### config.mk
export PLATFORM = sky130hd
export DESIGN_NAME = ctl_mode_sel
export DESIGN_NICKNAME = d
export VERILOG_FILES = /design/src/rtl/ctl_mode_pkg.sv /design/src/rtl/ctl_sync.sv /design/src/rtl/ctl_serial_rx.sv /design/src/rtl/ctl_reg_bank.sv /design/src/rtl/ctl_mode_sel.sv
export SDC_FILE = /design/constraint.sdc
export NUM_CORES = 1
export LEC_CHECK = 0
export ABC_AREA = 1
export BUFFER_PORTS_ARGS = -buffer_cell sky130_fd_sc_hd__buf_2
export CAP_MARGIN = 10
export CORE_ASPECT_RATIO = 1.25
export CORE_MARGIN = 4
export CORE_UTILIZATION = 52
export DETAILED_ROUTE_END_ITERATION = 6
export PLACE_DENSITY = 0.74
export SETUP_SLACK_MARGIN = 0.02
export SYNTH_ARGS = -nofsm -noshare
export SYNTH_HDL_FRONTEND = slang
export SYNTH_SLANG_ARGS = --single-unit
### constraint.sdc
create_clock -name clk -period 1.2 [get_ports clk]
set_input_delay 0.36 -clock clk [delete_from_list [all_inputs] [get_ports clk]]
set_output_delay 0.36 -clock clk [all_outputs]
set_load 0.05 [all_outputs]
### src/rtl/ctl_mode_pkg.sv
package ctl_mode_pkg;
  localparam int ADDR_W   = 3;
  localparam int DATA_W   = 8;
  localparam int FRAME_W  = 16;
  localparam int NUM_REGS = 2;
  localparam logic [1:0] DEM_OFF = 2'b01;

  // reset value of register idx: register 1 holds de-emphasis off
  function automatic logic [DATA_W-1:0] reg_default(input int idx);
    return (idx == 1) ? DATA_W'(DEM_OFF) : '0;
  endfunction
endpackage

### src/rtl/ctl_sync.sv
module ctl_sync #(
  parameter int W = 1,
  parameter int STAGES = 2,
  parameter logic [W-1:0] RST_VAL = '0
) (
  input  logic         clk,
  input  logic         rst_n,
  input  logic [W-1:0] d_i,
  output logic [W-1:0] q_o
);
  logic [W-1:0] st_q [STAGES];

  always_ff @(posedge clk or negedge rst_n) begin
    if (!rst_n) begin
      for (int i = 0; i < STAGES; i++) st_q[i] <= RST_VAL;
    end else begin
      st_q[0] <= d_i;
      for (int i = 1; i < STAGES; i++) st_q[i] <= st_q[i-1];
    end
  end

  assign q_o = st_q[STAGES-1];
endmodule

### src/rtl/ctl_serial_rx.sv
module ctl_serial_rx #(
  parameter int FRAME_W = 16,
  parameter int ADDR_W  = 3,
  parameter int DATA_W  = 8
) (
  input  logic              clk,
  input  logic              rst_n,
  input  logic              sclk_i,
  input  logic              sdata_i,
  input  logic              csn_i,
  output logic              wr_o,
  output logic [ADDR_W-1:0] addr_o,
  output logic [DATA_W-1:0] data_o
);
  localparam int CNT_W = $clog2(FRAME_W + 2);
  localparam logic [CNT_W-1:0] CNT_FULL = CNT_W'(FRAME_W);
  localparam logic [CNT_W-1:0] CNT_OVER = CNT_W'(FRAME_W + 1);
  localparam int WFLAG = FRAME_W - ADDR_W - 1;

  logic               sclk_q, csn_q;
  logic [FRAME_W-1:0] shift_q, shift_d;
  logic [CNT_W-1:0]   cnt_q, cnt_d;
  logic               wr_d;
  logic [ADDR_W-1:0]  addr_d;
  logic [DATA_W-1:0]  data_d;
  logic               sclk_rise, cs_rise, cs_fall, shift_en;

  always_comb begin
    sclk_rise = sclk_i & ~sclk_q;
    cs_rise   = csn_i & ~csn_q;
    cs_fall   = ~csn_i & csn_q;
    shift_en  = ~csn_i & sclk_rise;

    cnt_d = cnt_q;
    if (cs_fall)                           cnt_d = '0;
    else if (shift_en && cnt_q != CNT_OVER) cnt_d = cnt_q + 1'b1;

    shift_d = shift_en ? {shift_q[FRAME_W-2:0], sdata_i} : shift_q;

    wr_d   = cs_rise && (cnt_q == CNT_FULL) && shift_q[WFLAG];
    addr_d = shift_q[FRAME_W-1 -: ADDR_W];
    data_d = shift_q[DATA_W-1:0];
  end

  always_ff @(posedge clk or negedge rst_n) begin
    if (!rst_n) begin
      sclk_q  <= 1'b0;
      csn_q   <= 1'b1;
      shift_q <= '0;
      cnt_q   <= '0;
      wr_o    <= 1'b0;
      addr_o  <= '0;
      data_o  <= '0;
    end else begin
      sclk_q  <= sclk_i;
      csn_q   <= csn_i;
      shift_q <= shift_d;
      cnt_q   <= cnt_d;
      wr_o    <= wr_d;
      if (wr_d) begin
        addr_o <= addr_d;
        data_o <= data_d;
      end
    end
  end

  // bit counter saturates just past a full frame
  p_cnt_bound_r8: assert property (@(posedge clk) disable iff (!rst_n)
    cnt_q <= CNT_OVER);
  // one commit per chip-select release
  p_wr_pulse_r8: assert property (@(posedge clk) disable iff (!rst_n)
    wr_o |=> !wr_o);
  // a commit follows chip-select being high
  p_wr_after_cs_r7: assert property (@(posedge clk) disable iff (!rst_n)
    wr_o |-> $past(csn_i));
endmodule

### src/rtl/ctl_reg_bank.sv
module ctl_reg_bank
  import ctl_mode_pkg::*;
#(
  parameter int AW = ADDR_W,
  parameter int DW = DATA_W,
  parameter int NR = NUM_REGS
) (
  input  logic                  clk,
  input  logic                  rst_n,
  input  logic                  wr_i,
  input  logic [AW-1:0]         addr_i,
  input  logic [DW-1:0]         data_i,
  output logic [NR-1:0][DW-1:0] regs_o
);
  for (genvar g = 0; g < NR; g++) begin : g_reg
    logic en;
    assign en = wr_i && (addr_i == AW'(g));
    always_ff @(posedge clk or negedge rst_n) begin
      if (!rst_n)  regs_o[g] <= reg_default(g);
      else if (en) regs_o[g] <= data_i;
    end
  end

  // a write to an unmapped address leaves every register alone
  p_unmapped_r9: assert property (@(posedge clk) disable iff (!rst_n)
    (wr_i && addr_i >= AW'(NR)) |=> $stable(regs_o));
  // no write strobe, no change
  p_no_wr_hold_r9: assert property (@(posedge clk) disable iff (!rst_n)
    !wr_i |=> $stable(regs_o));
endmodule

### src/rtl/ctl_mode_sel.sv
module ctl_mode_sel
  import ctl_mode_pkg::*;
(
  input  logic       clk,
  input  logic       rst_n,
  input  logic       mode_par_i,
  input  logic [1:0] clksel_pin_i,
  input  logic       fmt_pin_i,
  input  logic [1:0] dem_pin_i,
  input  logic       speed_pin_i,
  output logic [1:0] dem_sel_o,
  output logic       speed_sel_o,
  output logic       fmt_sel_o,
  output logic [1:0] mclk_sel_o
);
  logic                          csn_raw;
  logic [2:0]                    ser_s;
  logic                          wr;
  logic [ADDR_W-1:0]             wr_addr;
  logic [DATA_W-1:0]             wr_data;
  logic [NUM_REGS-1:0][DATA_W-1:0] regs;
  logic [1:0]                    dem_eff;
  logic                          unused_bits;

  // serial lines only exist in serial mode; chip-select idles high otherwise
  assign csn_raw = mode_par_i | fmt_pin_i;

  ctl_sync #(.W(3), .STAGES(2), .RST_VAL(3'b100)) u_sync (
    .clk  (clk),
    .rst_n(rst_n),
    .d_i  ({csn_raw, clksel_pin_i[1], clksel_pin_i[0]}),
    .q_o  (ser_s)
  );

  ctl_serial_rx #(.FRAME_W(FRAME_W), .ADDR_W(ADDR_W), .DATA_W(DATA_W)) u_rx (
    .clk    (clk),
    .rst_n  (rst_n),
    .sclk_i (ser_s[0]),
    .sdata_i(ser_s[1]),
    .csn_i  (ser_s[2]),
    .wr_o   (wr),
    .addr_o (wr_addr),
    .data_o (wr_data)
  );

  ctl_reg_bank u_regs (
    .clk   (clk),
    .rst_n (rst_n),
    .wr_i  (wr),
    .addr_i(wr_addr),
    .data_i(wr_data),
    .regs_o(regs)
  );

  assign unused_bits = ^{regs[0][DATA_W-1:3], regs[1][DATA_W-1:3]};

  always_comb begin
    if (mode_par_i) begin
      dem_eff     = dem_pin_i;
      speed_sel_o = speed_pin_i;
      fmt_sel_o   = fmt_pin_i;
      mclk_sel_o  = clksel_pin_i;
    end else begin
      dem_eff     = dem_pin_i | regs[1][1:0];
      speed_sel_o = speed_pin_i | regs[1][2];
      fmt_sel_o   = regs[0][0];
      mclk_sel_o  = regs[0][2:1];
    end
    dem_sel_o = speed_sel_o ? DEM_OFF : dem_eff;
  end

  // double speed always reports de-emphasis off
  p_dspeed_off_r5: assert property (@(posedge clk) disable iff (!rst_n)
    speed_sel_o |-> dem_sel_o == DEM_OFF);
  // parallel mode passes the pins
  p_par_pass_r1: assert property (@(posedge clk) disable iff (!rst_n)
    (mode_par_i && !speed_pin_i) |-> (dem_sel_o == dem_pin_i && fmt_sel_o == fmt_pin_i
                                      && mclk_sel_o == clksel_pin_i));
  // in serial mode the speed pin still forces double speed
  p_ser_pin_or_r3: assert property (@(posedge clk) disable iff (!rst_n)
    (!mode_par_i && speed_pin_i) |-> speed_sel_o);
endmodule

## Word level (Yosys, flattened, before mapping)

Cells that the tools add are included.

- Register bits: 42
- Word-level logic and storage cells: 39

- $add $sub $neg: 1
- Equal/unequal tests: 3
- Multiplexer cells: 7
- Bitwise operators: 10
- Reductions and logical operators: 7

Operator list:

| kind | number |
|---|---|
| 5-bit two-way mux | 2 |
| 2-bit two-way mux | 3 |
| 5-bit by 1-bit adder with 5-bit output (second input constant) | 1 |
| 5-bit == test (second input constant) | 1 |
| 1-bit logical AND | 5 |
| 5-bit inequality test (second input constant) | 1 |
| 1-bit AND | 4 |
| 3-bit by 1-bit == test with 1-bit output (second input constant) | 1 |
| 3-bit zero test | 1 |
| 1-bit inverter | 3 |
| 1-bit two-way mux | 2 |
| 1-bit OR | 2 |
| 2-bit OR | 1 |
| 2-bit nonzero test | 1 |

## Longest topological paths before layout

Gate-level depths: netlist of the first run.

- Depth after elaboration: 6
- Mapped depth: 9

## Hierarchy

Synthesis of the first run repeated with hierarchy kept, for this count alone.

- Cell total of the unflattened synthesis: 269
- Area, all modules: 2483.6 um^2

By module, submodules not included:

| module | times used | cells each | area each (um^2) |
|---|---|---|---|
| ctl_serial_rx | 1 | 169 | 1529.0 |
| ctl_reg_bank | 1 | 72 | 698.2 |
| ctl_sync | 1 | 9 | 175.2 |
| ctl_mode_sel | 1 | 19 | 81.3 |

## Worst setup path after synthesis of the first run

No wires, ideal clock.

- Path type: input port to output port
- Start point: input port mode_par_i
- End point: output port dem_sel_o[1]
- Arrival time: 1.541 ns
- Setup slack: -0.701 ns
- Stages on the path: 4
- Buffers on the path: 0
- Cells stage by stage: inv_1 a21oi_1 inv_1 nor2_1

- Longest elaborated chain between the ends: 2
- Elaborated cells between the ends (all ways): 3
- Those cells by class: mux (3)

RTL lines:

| element | RTL line | source |
|---|---|---|
| start: declaration | ctl_mode_sel.sv:6 | `input logic mode_par_i,` |
| 1-bit two-way mux | ctl_mode_sel.sv:58 | `if (mode_par_i) begin` |
| via speed_sel_o | ctl_mode_sel.sv:12 | `output logic speed_sel_o,` |
| 2-bit two-way mux | ctl_mode_sel.sv:69 | `dem_sel_o = speed_sel_o ? DEM_OFF : dem_eff;` |
| end: declaration | ctl_mode_sel.sv:11 | `output logic [1:0] dem_sel_o,` |

The timed path passes the listed nets, and every way through them passes these cells.

## Worst setup path in the final report of the first run

- Start point: register u_regs.regs_o[10] (netlist bit)
- End point: output port dem_sel_o[1]

- Longest elaborated chain between the ends: 3

RTL lines:

| element | RTL line | source |
|---|---|---|
| start: declaration | ctl_reg_bank.sv:13 | `output logic [NR-1:0][DW-1:0] regs_o` |
| start signal: indexed assignment | ctl_reg_bank.sv:19 | `if (!rst_n) regs_o[g] <= reg_default(g);` |
| start signal: indexed assignment | ctl_reg_bank.sv:20 | `else if (en) regs_o[g] <= data_i;` |
| 1-bit OR | ctl_mode_sel.sv:65 | `speed_sel_o = speed_pin_i \| regs[1][2];` |
| 1-bit two-way mux | ctl_mode_sel.sv:58 |  |
| 2-bit two-way mux | ctl_mode_sel.sv:69 |  |

No other way between the ends.

==> impl_metrics.yaml, run 1 <==
floorplanning:
  num_rows: 23
  coreArea_um2: 3220
  die_y_um: 73.0
  initial_utilization_pct: 54.5
  die_w_um: 60.0
  io_pins: 15
  die_area_um2: 4380
route:
  wirelength_um: 3740
  drt-initial-drc-count: 57
  wl_met1_um: 1500
  ant_nets: 0
  routed-via-count: 1384
  first_pass_iters: 4
  routed.top_layer: "met4"
  wire_per_inst_um: 14.2
  viasPerCell: 5.26
  route.met3.wl_um: 166
  drc_errors: 0
  dr_wl_met2_um: 1990
power:
  power.leakage_nw: 1.17
  ir_drop_uv: 1050
  power_density_nw_per_um2: 1280
timing:
  tightestPinTransition_ps: 356
  setup_violations: 17
  period_share_pct: 128
  rsz0062_at_grt: "true"
  setup_tns_ps: -1570
  fin_hold_ws_ps: 9.06
  setup_ws_ps: -342
  max_freq_ghz: 0.649
  final.min_clock_period_ps: 1540
  fin_skew_ps: 4.78
  finalHoldViolations: 0
  maxSlewHeadroom_pct: 76.3
  slew_viol_final: 0
clocking:
  insertion_delay_ps: 300
  htree_levels: 2
  cts-root-to-sink-buffers: 2
  cts.clk_slew.worst_paths_ps: 80
  cts_root_buf: "clkbuf_8"
  clock-sinks: 42
  cts_tree: "done"
  cts_made_buffers: 5
cells_and_area:
  num_antenna_cells: 0
  mostFrequentLayoutCells: "70 x nand2_1, 37 x dfrtp_1, 20 x nand2_2"
  nets: 237
  layout-drive-gt1-share_pct: 38.9
  syn_to_final_growth_pct: 30.5
  layout_commonest_cell: "nand2_1"
global_route:
  grt_pass1_vias: 1407
  grt_use_total_pct: 19.1
  grt_max_degree: 43
  antenna_found_initial: 0
  overflow: 0
  grt_pass1_wl_um: 6180
yosys:
  avgSynthCellArea_um2: 8.96
  synth_nets: 208
  async_flop_share_pct: 100
  netlist_area_um2: 1760
  synth_edf_count: 0
  synth_seq_cells: 42
  synth-main-ff-cell: "dfrtp_1"
  ys_seq_area_share_pct: 60.2
  ys_warn_count: 0
  yosysUniqueCellTypes: 23
  synthCells: 196
critical_path:
  cp.arrival_ps: 1180
  cp.required_ps: 840
  cp-startpoint: "u_regs.regs_o[10]"
  r2r_cells: 9
  start_kind: "register"
  r2r_slack_ps: -60
  r2r_start: "u_rx.cnt_q[1]"
  cp-end-kind: "primary output"
  crit_fanout: 2
  worstSetupPathType: "register to primary output"
  reg2reg_to: "u_rx.cnt_q[4]"
worst_hold_path:
  min_path_type: "input pin to async pin"
place:
  pre_cts_ws_ps: -307
  hpwl_um: 2270
  port_buffers: 14
  gp_congestion: 0.784
outcome:
  violations: "negative setup slack"
  status: "finished, violations left"
flow_run:
  maxCapViolations: 0
==> area by class of cell <==
cell class,count,area (um2)
tap,37,46.3
clock inverter,2,37.5
fill,224,932
timing repair buffer,26,215
sequential,42,1060
clock buffer,6,72.6
inverter,16,72.6
multi-input combinational,134,790
==> routing by layer <==
metal | vias to the layer above | global-route usage (%)
met3 | 10 | 5.31
met1 | 679 | 23.3
met2 | 33 | 30.9
met5 | - | 0
met4 | 0 | 9.11
li1 | 662 | -
==> metrics by stage <==
step	cell area [um2]	util [%]	std cells	power (W)
after floorplan	1780	-	196	0.00167
after global placement	1950	60.6	253	0.00176
after detailed placement	1950	60.6	253	0.00177
after CTS	2200	68.3	261	0.00293
after global routing	2290	71.1	263	0.00305
final	2290	71.1	263	0.00293
==> sequential cells by signal, indices dropped and copies added, names as in the netlist <==
register,flops
u_rx.csn_q,1
u_rx.shift_q,16
u_sync.st_q,3
u_rx.cnt_q,5
u_regs.regs_o,6
u_rx.addr_o,3
u_rx.sclk_q,1
u_rx.data_o,3
u_sync.q_o,3
u_rx.wr_o,1
==> synthesized netlist by cell type, types with 2 or more instances <==
cell,instances,share of area [%]
nand2_1,92,20
dfrtp_1,38,54
inv_1,13,2.8
nand3_1,12,3.4
o21ai_0,8,2.3
nor2_1,5,1.1
dfstp_2,4,6.0
a21oi_1,3,0.86
ha_1,3,2.1
buf_2,2,0.57
inv_2,2,0.43
nand2_2,2,0.71
nand4_1,2,0.71
==> cell families after synthesis <==
logic type      share of synthesized area (%)
compound gates                           3.92
fa+ha+maj                                2.14
simple gates                             27.9
buf+inv                                  5.35
xor+xnor                                0.499
flops                                    60.2
==> critical path: stages, from the launching register on <==
cell,delay [ps]
dfrtp_1,400
a21oi_2,200
inv_4,50
nor2_4,80
buf_6,160
==> worst max-delay path by stage <==
stage | to | slack, ps | cells after the start
2_1_floorplan | dem_sel_o[1] | -200 | 4
3_3_place_gp | dem_sel_o[1] | -290 | 6
3_5_place_dp | dem_sel_o[1] | -310 | 6
4_1_cts | dem_sel_o[1] | -350 | 4
5_1_grt | dem_sel_o[1] | -400 | 4
6_report | dem_sel_o[1] | -340 | 4
==> power breakdown <==
group | internal, W | switching [W]
logic | 0.000113 | 0.000183
clock network | 0.000620 | 0.000489
registers | 0.00148 | 0.0000419
total | 0.00221 | 0.000713
==> timing repair <==
action                                  CTS  global route
pin swaps                                13            17
resized for setup                        40            23
endpoints found under the setup margin   16            33
setup buffers                             0             2
hold buffers                              0             0
(Power assumes the default switching activity.)
==> run 2, diff against run 1 <==
Settings changed: ABC_AREA 1 to 0, REMOVE_ABC_BUFFERS set to 1.
==> impl_metrics.yaml, run 2 <==
outcome:
  status: "finished, violations left"
  violations: "negative setup slack"
floorplanning:
  die_area_um2: 4250
  initial_utilization_pct: 56.1
  die_w_um: 59.1
  io_pins: 15
  coreArea_um2: 3030
  num_rows: 22
  die_y_um: 71.9
timing:
  tightestPinTransition_ps: 316
  period_share_pct: 140
  fin_skew_ps: 11.0
  setup_tns_ps: -9170
  slew_viol_final: 0
  max_freq_ghz: 0.595
  maxSlewHeadroom_pct: 78.9
  rsz0062_at_grt: "true"
  fin_hold_ws_ps: 127
  finalHoldViolations: 0
  setup_violations: 39
  final.min_clock_period_ps: 1680
  setup_ws_ps: -481
critical_path:
  cp.arrival_ps: 1320
  cp.depth: 3
  cp_num_buf_inv: 1
  cp.required_ps: 840
  cp_cell_sequence: "a21o_1 -> a211o_1 -> buf_6"
  cp_slowest_stage_delay_ps: 390
  critPathTopFamily: "compound AO/OA/AOI/OAI gates"
  worstSetupPathType: "register to primary output"
  crit_fanout: 3
  cp-end-kind: "primary output"
  crit_slowest_cell: "dfrtp_1"
  start_kind: "register"
  r2r_cells: 6
yosys:
  synthMuxAreaShare_pct: 9.94
  synth.most_common_cell: "nand2_1"
  synth_compound_area_share_pct: 3.90
  synth-main-ff-cell: "dfrtp_1"
  yosys.area_share.simple_pct: 20.4
  synthAdderAreaFrac_pct: 2.21
  async_flop_share_pct: 100
  netlist_area_um2: 1700
  synth_top_cell_area_share_pct: 56.0
  ys_top_cells_by_area: "dfrtp_1 56%, nand2_1 11%, mux2_2 9.9%, dfstp_2 6.2%, ha_1 2.2%"
  ys_warn_count: 0
  synth_edf_count: 0
  synth_seq_cells: 42
  synth_top_family_by_area: "simple AND/OR/NAND/NOR gates"
  avgSynthCellArea_um2: 11.6
  ys_seq_area_share_pct: 62.2
  yosysUniqueCellTypes: 26
  synthCells: 146
  netlist.top_cell.by_area: "dfrtp_1"
  synth_xor_xnor_area_share_pct: 0
  yosys-top-cells-count: "50 x nand2_1, 38 x dfrtp_1, 15 x mux2_2, 6 x a21oi_1"
worst_hold_path:
  hold_depth: 1
  min_path_type: "input pin to register"
clocking:
  cts_tree: "done"
  clock-sinks: 42
  insertion_delay_ps: 360
  cts_root_buf: "clkbuf_4"
  cts.clk_slew.worst_paths_ps: 100
  htree_levels: 2
  cts_made_buffers: 5
  cts-root-to-sink-buffers: 2
route:
  routed-via-count: 1296
  drt-initial-drc-count: 41
  ant_nets: 0
  wire_per_inst_um: 18.6
  viasPerCell: 5.68
  first_pass_iters: 4
  wirelength_um: 4250
  drc_errors: 0
place:
  hpwl_um: 2270
  placement.cell_area_um2: 1970
  dp.cells: 211
  port_buffers: 14
  gp_congestion: 0.835
cells_and_area:
  reg_top3: "u_rx.shift_q x16, u_regs.regs_o x6, u_rx.cnt_q x5"
  syn_to_final_growth_pct: 45.5
  top_register: "u_rx.shift_q"
  nets: 203
  layout_commonest_cell: "dfrtp_1"
  mostFrequentLayoutCells: "37 x dfrtp_1, 23 x nand2_1, 15 x nand2_2, 15 x buf_4, 12 x nand2_4"
  final_cell_area_um2: 2470
  largest_register_ffs: 16
  layout-drive-gt1-share_pct: 60.9
  num_antenna_cells: 0
  fin_cells: 228
global_route:
  grt_use_total_pct: 22.0
  overflow: 0
  grt_max_degree: 43
  grt_pass1_wl_um: 6790
  antenna_found_initial: 0
  grt_pass1_vias: 1372
flow_run:
  maxCapViolations: 0
power:
  ir_drop_uv: 1240
  power_density_nw_per_um2: 1050
  power.leakage_nw: 1.16
==> run 2: final timing paths <==
kind,from,endpoint,slack [ps]
max,u_regs.regs_o[10],dem_sel_o[0],-480
min,clksel_pin_i[1],u_sync.st_q[4],130
max reg2reg,u_rx.cnt_q[1],u_rx.addr_o[1],-450
min reg2reg,u_sync.st_q[3],u_sync.q_o[0],360
max in group asynchronous,rst_n,u_regs.regs_o[8],430
min in group asynchronous,rst_n,u_rx.shift_q[10],490
==> run 2: layout make-up <==
type	instances	area, um2
timing repair buffer	41	394
tap	36	45.0
sequential	42	1060
fill	163	556
clock buffer	7	55.1
multi-input combinational	98	905
inverter	3	11.3
clock inverter	1	5.00
==> run 2: cell families after synthesis <==
| group | count (synthesis) |
|---|---|
| and+or+nand+nor | 68 |
| muxes | 15 |
| AOI/OAI and AO/OA | 12 |
| DFF | 42 |
| buffers and inverters | 6 |
| adders and majority gates | 3 |
==> run 2: metal layers <==
metal	GRT usage [%]	wire length, um	vias to the layer above
met5	0	0	-
met4	10.1	160	0
met3	5.69	153	18
met2	39.3	2400	30
met1	23.8	1530	672
li1	-	-	576
==> run 2: worst reg2reg max path, cell delays in order (launching register included) <==
cell	delay, ps
dfrtp_1	400
inv_2	100
ha_4	140
nand4b_1	140
nor4b_4	270
buf_6	200
mux2_4	320
==> run 2: repair_timing <==
| action | in CTS | in global routing |
|---|---|---|
| setup buffers | 6 | 5 |
| cloned | 1 | 0 |
| resized for setup | 71 | 26 |
| hold buffers | 1 | 0 |
| pin swaps | 46 | 6 |
| endpoints found under the setup margin | 39 | 40 |
| endpoints found under the hold margin | 38 | 0 |
==> run 2: where the power goes <==
group / internal, W / leakage, nW / switching (W) / total, W
Sequential: 0.00148 / 0.555 / 0.0000567 / 0.00153
Combinational: 0.000166 / 0.574 / 0.000184 / 0.000350
Clock: 0.000284 / 0.0353 / 0.000436 / 0.000720
==> run 2: metrics by stage <==
stage	worst slack, ps	power (W)	utilization (%)
after floorplan	-623	0.00165	-
after global placement	-392	0.00176	65.2
after detailed placement	-458	0.00177	65.2
after CTS	-475	0.00258	77.9
after global routing	-541	0.00272	81.7
final	-481	0.00260	81.7
==> run 3, diff against run 2 <==
Settings changed: CELL_PAD_IN_SITES_DETAIL_PLACEMENT set to 0, CELL_PAD_IN_SITES_GLOBAL_PLACEMENT set to 1, CORE_UTILIZATION 52 to 44, CTS_BUF_LIST set to sky130_fd_sc_hd__clkbuf_2, PLACE_DENSITY 0.74 to unset, PLACE_DENSITY_LB_ADDON set to 0.1, SLEW_MARGIN set to 20.
==> impl_metrics.yaml, run 3 (synthesized netlist as in run 2, its figures left out) <==
cells_and_area:
  nets: 213
  regArea_um2: 1060
  num-fill-cells: 284
  layout_commonest_cell: "dfrtp_1"
  multi_input_area_um2: 892
  top_register: "u_rx.shift_q"
  largest_register_ffs: 16
  mostFrequentLayoutCells: "38 x dfrtp_1, 24 x buf_4, 21 x nand2_2"
  reg_top3: "u_rx.shift_q x16, u_regs.regs_o x6, u_rx.cnt_q x5"
  layout-drive-gt1-share_pct: 62.4
  final_cell_area_um2: 2540
  syn_to_final_growth_pct: 49.4
  num_antenna_cells: 0
route:
  first_pass_iters: 3
  wl_met1_um: 1480
  drc_errors: 0
  route.met3.wl_um: 91
  dr_wl_met2_um: 1980
  ant_nets: 0
  wirelength_um: 3660
  viasPerCell: 5.20
  drt-initial-drc-count: 37
  wire_per_inst_um: 15.1
  routed.top_layer: "met4"
  routed-via-count: 1258
timing:
  setup_violations: 40
  max_freq_ghz: 0.574
  setup_tns_ps: -8780
  rsz0062_at_grt: "true"
  finalHoldViolations: 0
  fin_skew_ps: 21.6
  final.min_clock_period_ps: 1740
  fin_hold_ws_ps: 92.1
  maxSlewHeadroom_pct: 75.5
  tightestPinTransition_ps: 368
  slew_viol_final: 0
  setup_ws_ps: -543
  period_share_pct: 145
floorplanning:
  io_pins: 15
  die_w_um: 63.6
  initial_utilization_pct: 45.3
  coreArea_um2: 3750
  die_y_um: 77.5
  num_rows: 25
  die_area_um2: 4930
clocking:
  cts_root_buf: "clkbuf_2"
  cts-root-to-sink-buffers: 2
  clock-sinks: 42
  cts_made_buffers: 5
  htree_levels: 2
  cts.clk_slew.worst_paths_ps: 180
  insertion_delay_ps: 390
  cts_tree: "done"
global_route:
  grt_pass1_vias: 1347
  grt_pass1_wl_um: 6050
  grt_use_total_pct: 15.7
  antenna_found_initial: 0
  overflow: 0
  grt_max_degree: 17
critical_path:
  reg2reg_to: "u_rx.data_o[2]"
  cp.arrival_ps: 1380
  cp-end-kind: "primary output"
  worstSetupPathType: "register to primary output"
  crit_fanout: 3
  cp.required_ps: 840
  start_kind: "register"
  r2r_cells: 6
  r2r_slack_ps: -410
  r2r_start: "u_rx.cnt_q[0]"
outcome:
  violations: "negative setup slack"
  status: "finished, violations left"
worst_hold_path:
  worstHoldStart: "clksel_pin_i[0]"
  min_path_type: "input pin to register"
  hold_depth: 1
  worstHoldEndpoint: "u_sync.st_q[3]"
place:
  gp_congestion: 0.864
  port_buffers: 14
  pre_cts_ws_ps: -466
  hpwl_um: 2330
  placement.cell_area_um2: 2040
power:
  p_total_w: 0.00247
  power.leakage_nw: 1.22
  ir_drop_uv: 751
  power_density_nw_per_um2: 974
flow_run:
  maxCapViolations: 0
run 3: cell types whose count changed in the layout (fill, tap and decap cells not counted), moves of 2 or more:
cell and change:
buf_12 +2, buf_4 +9, clkbuf_2 +6, clkbuf_4 -5, nand2_1 -3, nand2_2 +6, nand2_4 -3
run 3: final cells by class:
class	instances	share of cell area (%)
multi-input cells	98	35.1
repair buffers	51	19.3
clock buffers	6	1.18
well taps	40	1.97
flip-flops and latches	42	41.6
clock inverters	2	0.345
inverters	3	0.444
run 3: worst max-delay path: stages (launching register included):
cell,delay [ps]
dfrtp_1,410
a21o_1,180
a211o_1,250
buf_6,160
run 3: worst max path at each step:
stage	startpoint	to	slack [ps]
global route	u_regs.regs_o[10]	dem_sel_o[0]	-630
CTS	u_regs.regs_o[10]	dem_sel_o[0]	-570
floorplan	mode_par_i	dem_sel_o[1]	-620
finish	u_regs.regs_o[10]	dem_sel_o[0]	-540
global placement	u_rx.cnt_q[0]	u_rx.data_o[2]	-390
detailed placement	u_rx.cnt_q[0]	u_rx.addr_o[0]	-470
run 3: power by group:
group / leakage, nW / switching [W] / internal [W]
registers: 0.557 / 0.0000524 / 0.00148
clock network: 0.0304 / 0.000422 / 0.000143
logic: 0.629 / 0.000180 / 0.000194
total: 1.22 / 0.000655 / 0.00182
run 3: repair_timing:
| item | in CTS | in global routing |
|---|---|---|
| pin swaps | 43 | 8 |
| endpoints found under the hold margin | 12 | 0 |
| resized for setup | 61 | 34 |
| setup buffers | 10 | 6 |
| hold buffers | 1 | 0 |
| gates cloned | 0 | 1 |
| endpoints found under the setup margin | 40 | 40 |
run 3: stage by stage:
step           util (%)  cells
2_1_floorplan         -    143
3_3_place_gp       54.4    220
3_5_place_dp       54.4    220
4_1_cts            62.9    238
5_1_grt            67.6    242
6_report           67.6    242
run 3: per-layer routing:
layer | track usage, % | vias to the layer above
li1 | - | 601
met1 | 18.2 | 630
met2 | 26.4 | 15
met3 | 4.20 | 12
met4 | 8.21 | 0
met5 | 0 | -
